`src/rtl/pmb_pkg.sv`:
```
`timescale 1ns/1ps
package pmb_pkg;
  localparam int ADDR_W = 6;

  localparam logic [ADDR_W-1:0] OFS_STS = 6'h00;
  localparam logic [ADDR_W-1:0] OFS_EN  = 6'h02;
  localparam logic [ADDR_W-1:0] OFS_CTL = 6'h04;
  localparam logic [ADDR_W-1:0] OFS_TMR = 6'h08;

  localparam int BIT_TMROVF = 0;
  localparam int BIT_BTN    = 8;
  localparam int BIT_SLPEN  = 13;
  localparam int BIT_SCIEN  = 0;
  localparam logic [15:0] SCI_MASK = 16'h0521;

  localparam logic [7:0] APM_SCI_ON  = 8'hF1;
  localparam logic [7:0] APM_SCI_OFF = 8'hF0;

  typedef struct packed {
    logic wrSts;
    logic wrEn;
    logic wrCtl;
    logic apmCmdWr;
    logic apmStsWr;
    logic sciOn;
    logic sciOff;
  } pmbStrobes_t;

  typedef enum logic [2:0] {
    RD_ZERO,
    RD_STS,
    RD_EN,
    RD_CTL,
    RD_TMR
  } pmbRdSel_t;
endpackage

```
`src/rtl/pmb_ctrl.sv`:
```
`timescale 1ns/1ps
module pmb_ctrl
  import pmb_pkg::*;
(
  input  logic              clk,
  input  logic              rstN,
  input  logic              pmWrEn,
  input  logic [ADDR_W-1:0] pmAddr,
  input  logic [3:0]        sleepField,
  input  logic              apmWrEn,
  input  logic              apmSel,
  input  logic [7:0]        apmWrData,
  input  logic              smiEnable,
  output pmbStrobes_t       strobes,
  output pmbRdSel_t         rdSel,
  output logic              powerOffReq,
  output logic              smiPulse
);
  logic cmdWr;
  logic offNext;

  assign cmdWr = apmWrEn && !apmSel;

  always_comb begin
    strobes          = '0;
    strobes.wrSts    = pmWrEn && (pmAddr == OFS_STS);
    strobes.wrEn     = pmWrEn && (pmAddr == OFS_EN);
    strobes.wrCtl    = pmWrEn && (pmAddr == OFS_CTL);
    strobes.apmCmdWr = cmdWr;
    strobes.apmStsWr = apmWrEn && apmSel;
    strobes.sciOn    = cmdWr && (apmWrData == APM_SCI_ON);
    strobes.sciOff   = cmdWr && (apmWrData == APM_SCI_OFF);
  end

  always_comb begin
    case (pmAddr)
      OFS_STS: rdSel = RD_STS;
      OFS_EN:  rdSel = RD_EN;
      OFS_CTL: rdSel = RD_CTL;
      OFS_TMR: rdSel = RD_TMR;
      default: rdSel = RD_ZERO;
    endcase
  end

  // sleepField = {sleep enable, sleep type[2:0]}
  assign offNext = pmWrEn && (pmAddr == OFS_CTL) && sleepField[3] && (sleepField[2:0] == 3'd0);

  always_ff @(posedge clk or negedge rstN) begin
    if (!rstN) begin
      powerOffReq <= 1'b0;
      smiPulse    <= 1'b0;
    end else begin
      powerOffReq <= offNext;
      smiPulse    <= cmdWr && smiEnable;
    end
  end
endmodule

```
`src/rtl/pmb_datapath.sv`:
```
`timescale 1ns/1ps
module pmb_datapath
  import pmb_pkg::*;
#(
  parameter int TMR_W = 24
) (
  input  logic             clk,
  input  logic             rstN,
  input  logic             tickEn,
  input  logic             pwrBtnEvt,
  input  pmbStrobes_t      strobes,
  input  pmbRdSel_t        rdSel,
  input  logic [15:0]      pmWrData,
  input  logic [7:0]       apmWrData,
  input  logic             apmSel,
  output logic [31:0]      pmRdData,
  output logic [7:0]       apmRdData,
  output logic             sciOut,
  output logic [TMR_W-1:0] tmrVal,
  output logic [15:0]      stsVal,
  output logic [15:0]      enVal,
  output logic [15:0]      ctlVal
);
  localparam int OVF_BIT = TMR_W - 1;

  logic [TMR_W-1:0] tmrCnt, tmrInc;
  logic [15:0]      stsReg, stsNext, enReg, ctlReg, ctlNext;
  logic [7:0]       apmCmdReg, apmStsReg;
  logic             atBoundary, ovfClearNow;

  assign tmrInc      = tmrCnt + 1'b1;
  assign atBoundary  = tickEn && (tmrInc[OVF_BIT-1:0] == '0);
  assign ovfClearNow = strobes.wrSts && pmWrData[BIT_TMROVF];

  always_comb begin
    stsNext = stsReg;
    if (strobes.wrSts) stsNext = stsNext & ~pmWrData;
    if (atBoundary && !ovfClearNow) stsNext[BIT_TMROVF] = 1'b1;
    if (pwrBtnEvt && enReg[BIT_BTN]) stsNext[BIT_BTN] = 1'b1;
  end

  always_comb begin
    ctlNext = ctlReg;
    if (strobes.wrCtl) begin
      ctlNext = pmWrData;
      ctlNext[BIT_SLPEN] = 1'b0;
    end
    if (strobes.sciOn)  ctlNext[BIT_SCIEN] = 1'b1;
    if (strobes.sciOff) ctlNext[BIT_SCIEN] = 1'b0;
  end

  always_ff @(posedge clk or negedge rstN) begin
    if (!rstN) begin
      tmrCnt    <= '0;
      stsReg    <= '0;
      enReg     <= '0;
      ctlReg    <= '0;
      apmCmdReg <= '0;
      apmStsReg <= '0;
    end else begin
      if (tickEn) tmrCnt <= tmrInc;
      stsReg <= stsNext;
      ctlReg <= ctlNext;
      if (strobes.wrEn)     enReg     <= pmWrData;
      if (strobes.apmCmdWr) apmCmdReg <= apmWrData;
      if (strobes.apmStsWr) apmStsReg <= apmWrData;
    end
  end

  always_comb begin
    case (rdSel)
      RD_STS:  pmRdData = {16'h0, stsReg};
      RD_EN:   pmRdData = {16'h0, enReg};
      RD_CTL:  pmRdData = {16'h0, ctlReg};
      RD_TMR:  pmRdData = 32'(tmrCnt);
      default: pmRdData = '0;
    endcase
  end

  assign apmRdData = apmSel ? apmStsReg : apmCmdReg;
  assign sciOut    = |(stsReg & enReg & SCI_MASK);

  assign tmrVal = tmrCnt;
  assign stsVal = stsReg;
  assign enVal  = enReg;
  assign ctlVal = ctlReg;
endmodule

```
`src/rtl/acpi_pm_block.sv`:
```
`timescale 1ns/1ps
module acpi_pm_block
  import pmb_pkg::*;
#(
  parameter int TMR_W = 24
) (
  input  logic        clk,
  input  logic        rstN,
  input  logic        tickEn,
  input  logic        pmWrEn,
  input  logic [5:0]  pmAddr,
  input  logic [15:0] pmWrData,
  output logic [31:0] pmRdData,
  input  logic        apmWrEn,
  input  logic        apmSel,
  input  logic [7:0]  apmWrData,
  output logic [7:0]  apmRdData,
  input  logic        smiEnable,
  input  logic        pwrBtnEvt,
  output logic        sciOut,
  output logic        powerOffReq,
  output logic        smiPulse
);
  pmbStrobes_t      strobes;
  pmbRdSel_t        rdSel;
  logic [TMR_W-1:0] tmrVal;
  logic [15:0]      stsVal, enVal, ctlVal;

  pmb_ctrl u_ctrl (
    .clk        (clk),
    .rstN       (rstN),
    .pmWrEn     (pmWrEn),
    .pmAddr     (pmAddr),
    .sleepField (pmWrData[13:10]),
    .apmWrEn    (apmWrEn),
    .apmSel     (apmSel),
    .apmWrData  (apmWrData),
    .smiEnable  (smiEnable),
    .strobes    (strobes),
    .rdSel      (rdSel),
    .powerOffReq(powerOffReq),
    .smiPulse   (smiPulse)
  );

  pmb_datapath #(.TMR_W(TMR_W)) u_dp (
    .clk      (clk),
    .rstN     (rstN),
    .tickEn   (tickEn),
    .pwrBtnEvt(pwrBtnEvt),
    .strobes  (strobes),
    .rdSel    (rdSel),
    .pmWrData (pmWrData),
    .apmWrData(apmWrData),
    .apmSel   (apmSel),
    .pmRdData (pmRdData),
    .apmRdData(apmRdData),
    .sciOut   (sciOut),
    .tmrVal   (tmrVal),
    .stsVal   (stsVal),
    .enVal    (enVal),
    .ctlVal   (ctlVal)
  );
endmodule

```
`config.mk`:
```
export PLATFORM = sky130hd
export DESIGN_NAME = acpi_pm_block
export DESIGN_NICKNAME = d
export VERILOG_FILES = /design/src/rtl/pmb_pkg.sv /design/src/rtl/pmb_ctrl.sv /design/src/rtl/pmb_datapath.sv /design/src/rtl/acpi_pm_block.sv
export SDC_FILE = /design/constraint.sdc
export NUM_CORES = 1
export LEC_CHECK = 0
export BUFFER_PORTS_ARGS = -buffer_cell sky130_fd_sc_hd__buf_2
export CORE_MARGIN = 4
export CORE_UTILIZATION = 30
export DETAILED_ROUTE_END_ITERATION = 12
export GPL_TIMING_DRIVEN = 0
export PLACE_DENSITY_LB_ADDON = 0.12
export SLEW_MARGIN = 20
export SYNTH_ARGS = -nofsm -noshare
export SYNTH_HDL_FRONTEND = slang
export SYNTH_SLANG_ARGS = --single-unit
```
`constraint.sdc`:
```
create_clock -name clk -period 4.15 [get_ports clk]
set_input_delay 0.415 -clock clk [delete_from_list [all_inputs] [get_ports clk]]
set_output_delay 0.415 -clock clk [all_outputs]
set_load 0.01 [all_outputs]
```
---- Word level (Yosys, flattened, before mapping) ----
Index checks and enable logic that the tools add are counted.
storage, ports and cells
  logic and storage cells ................. 56
  output and inout bits ................... 43
  input bits .............................. 38
  flip-flop bits (word level) ............. 89
operators by class
  add/subtract/negate cells ............... 1
  reductions and logical operators ........ 23
  bitwise gates (word level) .............. 3
  eq/ne operators ......................... 9
  muxes and demuxes ....................... 9
operator list
  kind                                           count
  case mux 24 bit (4 select lines)               1
  adder 24 x 1 -> 24 bit, second input constant  1
  zero test 23 bit                               1
  bitwise AND 16 bit                             1
  == test 8 bit, second input constant           2
  NOT 16 bit                                     1
  logical AND 1 bit                              14
  case mux 3 bit (4 select lines)                1
  bitwise AND 11 bit                             1
  2-to-1 mux 9 bit                               1
  2-to-1 mux 8 bit                               1
  == test 3 x 2 -> 1 bit, second input constant  2
  == test 6 x 2 -> 1 bit, second input constant  1
  == test 6 x 3 -> 1 bit, second input constant  1
  == test 6 x 4 -> 1 bit, second input constant  1
  zero test 6 bit                                1
  2-to-1 mux 1 bit                               5
  nonzero test 2 bit                             2
  OR reduction 4 bit                             1
  == test 3 x 1 -> 1 bit, second input constant  1
  == test 3 bit, second input constant           1
  zero test 3 bit                                1
  nonzero test 3 bit                             1
  zero test 1 bit                                2

---- Depth between registers and ports, before layout ----
Gate-level depths: netlist of the first run.
  word-level depth ........................ 6
  depth in mapped cells ................... 7
  gate-level depth less buffers ........... 6

---- By module ----
Synthesis of the first run repeated with hierarchy kept, for this count alone.
second synthesis, totals
  cells, all modules ...................... 415
  area total of the unflattened synthesis .. 4,659.5 sq um
modules (own cells, without submodules)
  module        seq. area each (sq um)  instances  area an instance (sq um)  cells an instance
  pmb_datapath  2,177.1                 1          4,444.3                   389
  pmb_ctrl      50.0                    1          215.2                     26

---- Worst setup path before layout of the first run ----
Ideal clock, no wire load.
  kind .................................... input to output
  start point ............................. input port pmAddr[0]
  end point ............................... output port pmRdData[0]
  path slack .............................. 1.858 ns
  data arrival time ....................... 1.877 ns
  path buffers ............................ 1
  required time ........................... 3.735 ns
  stages .................................. 5
  cell sequence ........................... or4_4 nor3b_4 clkbuf_1 a22oi_1 nand2_1
on the way
  word-level cells in the longest chain between the ends .. 4
  elaborated cells between the ends (all ways) .. 10
  classes of those cells .................. eq/ne: 7; mux: 2; reduce/logical: 1
ends and longest elaborated chain
  item                                            RTL line             source
  start: declaration                              acpi_pm_block.sv:11  input logic [5:0] pmAddr,
  == test 6 x 4 -> 1 bit (tied with other cells)  pmb_ctrl.sv:36       case (pmAddr)
  case mux 3 bit (4 select lines) (*)             pmb_ctrl.sv:36
  == test 3 bit (tied with other cells)           pmb_datapath.sv:71   case (rdSel)
  case mux 24 bit (4 select lines) (*)            pmb_datapath.sv:71
  end: declaration                                acpi_pm_block.sv:13  output logic [31:0] pmRdData,
Mark *: on every way between the ends. The rest lies on a longest branch, timed or not.

---- Worst setup path in the final report of the first run ----
Ends and elaborated chain as after synthesis.

==> results of run 1 <==
[placed cells by master (no fill, tap or decap), types with 2 or more instances in the layout]
| cell type | n |
|---|---|
| and3_1 | 2 |
| buf_4 | 13 |
| clkbuf_16 | 9 |
| buf_2 | 74 |
| a22oi_1 | 32 |
| nand4_1 | 6 |
| inv_1 | 2 |
| mux2i_1 | 2 |
| a31oi_1 | 2 |
| xnor2_1 | 18 |
| conb_1 | 8 |
| clkbuf_1 | 15 |
| and4_1 | 3 |
| mux2_2 | 47 |
| nor2_1 | 15 |
| nand2_1 | 34 |
| nand3_1 | 11 |
| nor4_1 | 4 |
| nand3_4 | 2 |
| dfrtp_1 | 89 |
| xor2_1 | 13 |
| mux2_4 | 8 |
| a21boi_0 | 14 |
| buf_6 | 2 |
| nor3_1 | 5 |
| a2111o_1 | 2 |
| and2_1 | 12 |
[power by group through the flow]
| stage | combinational, mW | clock [mW] | sequential, mW |
|---|---|---|---|
| floorplan | 0.226 | 0 | 1.05 |
| global placement | 0.320 | 0 | 1.08 |
| detailed placement | 0.326 | 0 | 1.08 |
| CTS | 0.329 | 0.856 | 1.06 |
| global route | 0.367 | 0.891 | 1.08 |
| finish | 0.323 | 0.823 | 1.07 |
[kinds of logic (layout without fill, tap and decap cells)]
group / Yosys count / after routing / share of synthesized area [%]
other: 1 / 8 / 0.08332
AND/OR/NAND/NOR: 111 / 111 / 14.21
AO/OA/AOI/OAI: 63 / 63 / 10.84
multiplexers: 57 / 57 / 14.87
adder cells (fa/ha/maj): 1 / 1 / 0.2780
flip-flops: 89 / 89 / 49.49
XOR/XNOR: 31 / 31 / 6.033
buffers and inverters: 34 / 123 / 4.198
[timing repair]
action	CTS	global route
setup buffers	0	0
hold buffers	1	0
endpoints found under the hold margin	4	0
endpoints found under the setup margin	0	0
[registers in the layout, summed over array words and instances, names as in the netlist]
register            cells
u_dp.ctlVal            15
u_dp.enVal             16
u_dp.apmStsReg          8
u_dp.stsVal            16
u_dp.apmCmdReg          8
u_dp.tmrVal            24
u_ctrl.smiPulse         1
u_ctrl.powerOffReq      1
[cell type report]
type	count	share of cell area, %
clock inverter	4	0.9406
timing repair buffer	73	7.318
sequential	89	40.84
inverter	2	0.1376
tap	184	4.221
multi-input combinational	271	38.70
clock buffer	12	4.519
buffer	32	3.326
[metal layers]
| layer | global-route usage (%) | up-vias | share of wire (%) |
|---|---|---|---|
| li1 | - | 1562 | - |
| met1 | 18.87 | 1612 | 45 |
| met2 | 22.43 | 69 | 49 |
| met3 | 3.415 | 10 | 5.0 |
| met4 | 3.932 | 0 | 0.97 |
| met5 | 0 | - | 0 |
[per-stage QoR]
| step | instances | hold slack, ps | instance area, um^2 | setup slack (ps) |
|---|---|---|---|---|
| 3_5_place_dp | 650 | 368.8 | 5146 | 1151 |
| 6_report | 667 | 276.6 | 5454 | 1191 |
| 3_3_place_gp | 649 | 452.2 | 5112 | 1144 |
| 5_1_grt | 667 | 279.9 | 5454 | 1036 |
| 4_1_cts | 667 | 260.7 | 5454 | 1149 |
| 2_1_floorplan | 394 | 119.4 | 4527 | 1858 |
[how the worst min path moves through the flow]
stage | cells past startpoint | endpoint | slack, ps | startpoint
floorplan | 0 | u_ctrl.powerOffReq | 120 | rstN
global placement | 1 | u_dp.tmrVal[23] | 450 | u_dp.tmrVal[23]
detailed placement | 1 | u_dp.enVal[3] | 370 | rstN
CTS | 2 | u_ctrl.powerOffReq | 260 | pmWrData[11]
global route | 2 | u_ctrl.smiPulse | 280 | smiEnable
finish | 2 | u_ctrl.powerOffReq | 280 | pmWrData[11]
==> results.yml, run 1 <==
cts:
  numCtsBuffers: 9
  cts_sinks: 89
  cts_root_buf: "clkbuf_16"
  ctsResizeCount: 0
  clk_pin_slew_ps: 60
  tritoncts: "built"
  ctsHtreeMaxLevel: 3
  clk_path_buf_depth: 2
  insertion_delay_ps: 340
timing:
  timing.setup.tns_ps: 0
  period_needed_ps: 2959
  worst_pin_slew_ps: 1020
  max_slew_margin_pct: 31.47
  rsz0062_at_grt: "false"
  setup_violations: 0
  clock.fmax_ghz: 0.3380
  finalHoldViolCount: 0
  finClkSkew_ps: 5.888
  min_period_over_period_pct: 71.30
  drv_slew: 0
pwr:
  power_mw: 2.212
  power_frac_seq_pct: 48.2
  pwr-share-comb_pct: 14.6
  vdd_drop_max_uv: 225.8
  power_density_nw_per_um2: 405.6
  p_leak_nw: 2.607
  p_switching_mw: 0.5888
  intPower_mw: 1.624
  swShare_pct: 26.61
  clock_power_share_pct: 37.2
yosys:
  synth.top_cell.area_share_pct: 49.49
  synth_edf_count: 0
  synth_area_um2: 4501
  syn_avg_cell_area_um2: 11.63
  synth_most_common_cell: "dfrtp_1"
  synth_common_cells: "dfrtp_1, mux2_2, nand2_1, a22oi_1, xnor2_1"
  synth_seq_cells: 89
  ys_types: 58
  synthTopCellsByArea: "dfrtp_1, mux2_2, a22oi_1, xnor2_1, nand2_1"
  synth_top_area_cell: "dfrtp_1"
  synthArstFlopShare_pct: 100.0
  yosysWarningCount: 0
  synth_seq_area_share_pct: 49.49
  syn_inst: 387
  synthFlopType: "dfrtp_1"
worst_setup_path:
  reg2reg_to: "u_dp.stsVal[0]"
  required_ps: 3730
  critPathMaxStageDelay_ps: 570
  path_depth: 7
  crit_top_cell: "buf_2"
  path_max_fanout: 10
  rr_startpoint: "u_dp.tmrVal[0]"
  crit_start: "pmAddr[0]"
  startpoint_type: "input pin"
  slowest_stage: "or4_4"
  critPathBufInv: 3
  arrival_ps: 2540
  r2r_slack_ps: 1850
  ff2ff_path_depth: 7
  crit_type: "input pin to output port"
  setup.worst_path.end_class: "output port"
  cpLargestDelayFamily: "simple AND/OR/NAND/NOR gates"
  crit_path_end: "pmRdData[0]"
  cp_cell_sequence: "buf_2 > or4_4 > nor3b_4 > clkbuf_1 > a22oi_1 > nand2_1 > buf_2"
routing:
  post_drt_via_cell_ratio: 4.877
  drt_iter0_drc: 184
  num_vias: 3253
  drt-pass1-iter-count: 4
  wl_per_cell_um: 16.85
  ant_nets: 0
  drc_errors: 0
  routed_wl_um: 11240
placement:
  portBuffers: 71
  gp_congestion: 0.7751
  dp_hpwl_um: 8099
finish:
  num_antenna_cells: 0
  syn2layout_area_growth_pct: 21.18
  multi_input_area_um2: 2111
  finish.net_count: 517
  nFillCells: 1466
  layout-drive-gt1-share_pct: 35.82
  final_util_pct: 37.38
  regArea_um2: 2227
global_route:
  first_global_vias: 3410
  grt_pass1_wl_um: 18310
  grt_max_degree: 49
  grt_overflow: 0
  antenna_found_initial: 0
  grtUsageTotal_pct: 13.96
floorplanning:
  fp.dieH_um: 130.5
  core-area_um2: 14590
  initial_core_util_pct: 30.85
  dieArea_um2: 17030
  num_rows: 44
  ios: 81
  die_x_um: 130.5
run_status:
  status: "finished, final reports clean"
hold_path:
  hold_class: "input pin to register"
run:
  maxCapViolations: 0
Note: power is estimated with default switching activity, not from simulation.
==> inputs of run 2 (changes only) <==
clock period = 2.4 ns   (was 4.15 ns; I/O delays follow)
==> results.yml, run 2 (synthesized netlist as in run 1, its figures left out) <==
run_status:
  status: "finished, final reports clean"
worst_setup_path:
  setup.worst_path.end_class: "output port"
  path_max_fanout: 10
  cp_cell_sequence: "buf_2 > or4_4 > nor3b_4 > clkbuf_2 > a22oi_1 > nand2_1 > buf_2"
  required_ps: 2160
  critPathMaxStageDelay_ps: 590
  startpoint_type: "input pin"
  crit_type: "input pin to output port"
  arrival_ps: 2070
  crit_top_cell: "buf_2"
  slowest_stage: "or4_4"
global_route:
  grtUsageTotal_pct: 14.02
  grt_max_degree: 49
  grt_pass1_wl_um: 18380
  antenna_found_initial: 0
  first_global_vias: 3433
  grt_overflow: 0
finish:
  layout-drive-gt1-share_pct: 37.06
  most-common-layout-cells: "dfrtp_1, buf_2, mux2_2"
  syn2layout_area_growth_pct: 21.88
  num_antenna_cells: 0
  finalInstanceArea_um2: 5485
  final_util_pct: 37.60
  finish.net_count: 517
  final_common_cell: "dfrtp_1"
  largest_register_ffs: 24
  fin_cells: 667
floorplanning:
  die_x_um: 130.5
  core-area_um2: 14590
  num_rows: 44
  fp.dieH_um: 130.5
  dieArea_um2: 17030
  initial_core_util_pct: 30.85
  ios: 81
cts:
  clk_pin_slew_ps: 60
  cts_sinks: 89
  tritoncts: "built"
  ctsHtreeMaxLevel: 3
  insertion_delay_ps: 340
  clk_path_buf_depth: 2
  numCtsBuffers: 9
  cts_root_buf: "clkbuf_16"
placement:
  gp_congestion: 0.7751
  dp_hpwl_um: 8099
  postPlaceCellArea_um2: 5146
  place_inst: 650
  portBuffers: 71
timing:
  max_slew_margin_pct: 50.63
  rsz0062_at_grt: "false"
  finClkSkew_ps: 6.094
  period_needed_ps: 2307
  clock.fmax_ghz: 0.4334
  finalHoldViolCount: 0
  worst_hold_slack_ps: 99.54
  setup_violations: 0
  worst_pin_slew_ps: 740.6
  min_period_over_period_pct: 96.14
  drv_slew: 0
routing:
  post_drt_via_cell_ratio: 4.874
  routed_wl_um: 11340
  drt_iter0_drc: 209
  ant_nets: 0
  num_vias: 3251
  drt-pass1-iter-count: 4
  wl_per_cell_um: 17.00
  drc_errors: 0
pwr:
  power_mw: 3.833
  power_density_nw_per_um2: 698.8
  p_leak_nw: 2.638
  vdd_drop_max_uv: 390.6
hold_path:
  hold_class: "input pin to register"
run:
  maxCapViolations: 0
-- run 2: report_power, final --
part | internal [mW] | switching [mW] | total, mW | leakage, nW
Sequential | 1.68 | 0.162 | 1.84 | 1.17
Clock | 0.839 | 0.587 | 1.43 | 0.143
Combinational | 0.289 | 0.274 | 0.562 | 1.33
-- run 2: timing repair --
action,4_1_cts,5_1_grt
hold endpoints to repair,41,0
setup buffers,1,0
hold buffers,1,0
endpoints found under the setup margin,12,3
gates resized for setup,7,2
pin swaps,1,0
-- run 2: worst max-delay path: cells and delay by family --
| kind | cells | cell delay, ps |
|---|---|---|
| AOI/OAI and AO/OA | 1 | 150 |
| buffers and inverters | 3 | 620 |
| and+or+nand+nor | 3 | 1050 |
-- run 2: metal layers --
layer	share of wire (%)	vias up	global-route usage [%]
met5	0	-	0
met4	1.0	0	3.932
met3	5.0	10	3.415
li1	-	1563	-
met1	45	1611	18.92
met2	49	67	22.58
-- run 2: worst paths after layout --
check / startpoint / endpoint / slack (ps) / depth (start not counted)
setup / recovery: pmAddr[0] / pmRdData[5] / 90 / 7
setup reg to reg: u_dp.tmrVal[2] / u_dp.stsVal[0] / 210 / 7
min in group asynchronous: rstN / u_dp.stsVal[15] / 380 / 2
hold / removal: pmWrData[11] / u_ctrl.powerOffReq / 100 / 2
max in group asynchronous: rstN / u_dp.ctlVal[6] / 1450 / 3
hold reg to reg: u_dp.tmrVal[23] / u_dp.tmrVal[23] / 460 / 1
-- run 2: per-stage QoR --
step	setup TNS [ps]	setup WS, ps
final	0	92.60
after global routing	0	35.17
after CTS	0	61.97
after detailed placement	-3493	-249.2
after global placement	-4098	-256.3
after floorplan	0	360.8
-- run 2: area by class of cell --
class                           instances  area (um^2)
Timing Repair Buffer                   74        406.6
Fill cell                            1463         9104
Tap cell                              184        230.2
Inverter                                2        7.507
Clock inverter                          4        51.30
Sequential cell                        89         2227
Buffer                                 31        183.9
Multi-Input combinational cell        271         2132
Clock buffer                           12        246.5
==> inputs of run 3 (changes only) <==
CORE_MARGIN = 2   (was 4)
HOLD_SLACK_MARGIN = 0.02   (was unset)
clock period = 2.6 ns   (was 2.4 ns; I/O delays follow)
==> results.yml, run 3 (synthesized netlist as in run 1, its figures left out) <==
timing:
  max_slew_margin_pct: 48.98
  rsz0062_at_grt: "false"
  finClkSkew_ps: 8.241
  period_needed_ps: 2521
  setup_violations: 0
  worst_hold_slack_ps: 114.0
  worst_pin_slew_ps: 765.3
  finalHoldViolCount: 0
  drv_slew: 0
  clock.fmax_ghz: 0.3967
  min_period_over_period_pct: 96.96
  fin_ws_ps: 79.15
worst_setup_path:
  startpoint_type: "input pin"
  required_ps: 2340
  r2r_slack_ps: 270
  critPathMaxStageDelay_ps: 580
  setup.worst_path.end_class: "output port"
  path_max_fanout: 10
  slowest_stage: "or4_4"
  crit_top_cell: "buf_2"
  ff2ff_path_depth: 7
  arrival_ps: 2260
  rr_startpoint: "u_dp.tmrVal[0]"
  cpLargestDelayFamily: "simple AND/OR/NAND/NOR gates"
  crit_type: "input pin to output port"
  reg2reg_to: "u_dp.stsVal[0]"
  critPathBufInv: 3
  cp_cell_sequence: "buf_2 > or4_4 > nor3b_4 > clkbuf_2 > a22oi_1 > nand2_1 > buf_2"
pwr:
  p_leak_nw: 2.609
  power_mw: 3.429
  power_density_nw_per_um2: 630.1
  vdd_drop_max_uv: 350.9
finish:
  finish.net_count: 517
  most-common-layout-cells: "dfrtp_1, buf_2, mux2_2"
  finalInstanceArea_um2: 5441
  num_antenna_cells: 0
  fin_cells: 667
  layout-drive-gt1-share_pct: 36.85
  nFillCells: 1465
  syn2layout_area_growth_pct: 20.91
  final_common_cell: "dfrtp_1"
  largest_register_ffs: 24
routing:
  wl_per_cell_um: 16.72
  num_vias: 3268
  drc_errors: 0
  post_drt_via_cell_ratio: 4.900
  drt_iter0_drc: 143
  ant_nets: 0
  routed_wl_um: 11150
  drt-pass1-iter-count: 4
global_route:
  grt_pass1_wl_um: 18010
  grt_max_degree: 47
  antenna_found_initial: 0
  grt_overflow: 0
  first_global_vias: 3378
  grtUsageTotal_pct: 14.51
placement:
  portBuffers: 71
  place_ws_ps: -87.52
  place_inst: 650
  gp_congestion: 0.7740
  dp_hpwl_um: 7937
  postPlaceCellArea_um2: 5146
cts:
  clk_pin_slew_ps: 70
  numCtsBuffers: 9
  ctsHtreeMaxLevel: 3
  cts_sinks: 89
  tritoncts: "built"
  cts_root_buf: "clkbuf_16"
  insertion_delay_ps: 340
  clk_path_buf_depth: 2
floorplanning:
  initial_core_util_pct: 30.85
  fp.dieH_um: 126.5
  dieArea_um2: 16000
  core-area_um2: 14590
  ios: 81
  die_x_um: 126.5
  num_rows: 44
hold_path:
  hold_class: "input pin to register"
  hp-start: "pmWrData[12]"
  whs_endpoint: "u_ctrl.powerOffReq"
  min_path_cells: 2
run_status:
  status: "finished, final reports clean"
run:
  maxCapViolations: 0
[run 3: layout make-up]
class                      count  area [um^2]  share of cell area, %
inverter                       2        7.507                 0.1380
multi-input combinational    271         2120                  38.95
clock buffer                  10        229.0                  4.208
sequential                    89         2227                  40.93
clock inverter                 6        42.54                 0.7818
tap                          184        230.2                  4.231
buffer                        32        186.4                  3.426
timing repair buffer          73        399.1                  7.335
[run 3: report_power, final]
part | switching, mW | internal [mW] | total [mW]
clock | 0.560 | 0.651 | 1.21
combinational | 0.254 | 0.265 | 0.519
sequential | 0.146 | 1.55 | 1.70
total | 0.960 | 2.47 | 3.43
[run 3: layer usage]
| metal | vias to the layer above | part of all wire, % | track usage (%) |
|---|---|---|---|
| met5 | - | 0 | 0 |
| met4 | 0 | 1.9 | 5.365 |
| met3 | 15 | 4.2 | 3.079 |
| met2 | 79 | 49 | 24.06 |
| met1 | 1610 | 45 | 18.68 |
| li1 | 1564 | - | - |
[run 3: worst max-delay path by stage]
| stage | to | start | cells past startpoint |
|---|---|---|---|
| 2_1_floorplan | u_dp.stsVal[0] | u_dp.tmrVal[0] | 7 |
| 3_3_place_gp | pmRdData[5] | pmAddr[0] | 7 |
| 3_5_place_dp | pmRdData[5] | pmAddr[0] | 7 |
| 4_1_cts | pmRdData[0] | pmAddr[3] | 8 |
| 5_1_grt | pmRdData[0] | pmAddr[0] | 7 |
| 6_report | pmRdData[5] | pmAddr[0] | 7 |
[run 3: metrics by stage]
| step | util (%) | TNS (ps) |
|---|---|---|
| floorplan | - | 0 |
| global placement | 35.04 | -977.8 |
| detailed placement | 35.27 | -1215 |
| CTS | 37.23 | 0 |
| global route | 37.30 | 0 |
| finish | 37.30 | 0 |
[run 3: repair_timing]
action	4_1_cts	5_1_grt
hold buffers	1	0
resized for setup	3	3
endpoints found under the setup margin	12	10
buffers inserted	0	0
endpoints found under the hold margin	43	0
[run 3: worst reg2reg max path: stages (launching register included)]
cell	delay (ps)
dfrtp_1	400
ha_1	160
clkbuf_1	390
nand3_4	160
or3_1	440
xnor2_1	150
a2111o_1	360
o31ai_2	180
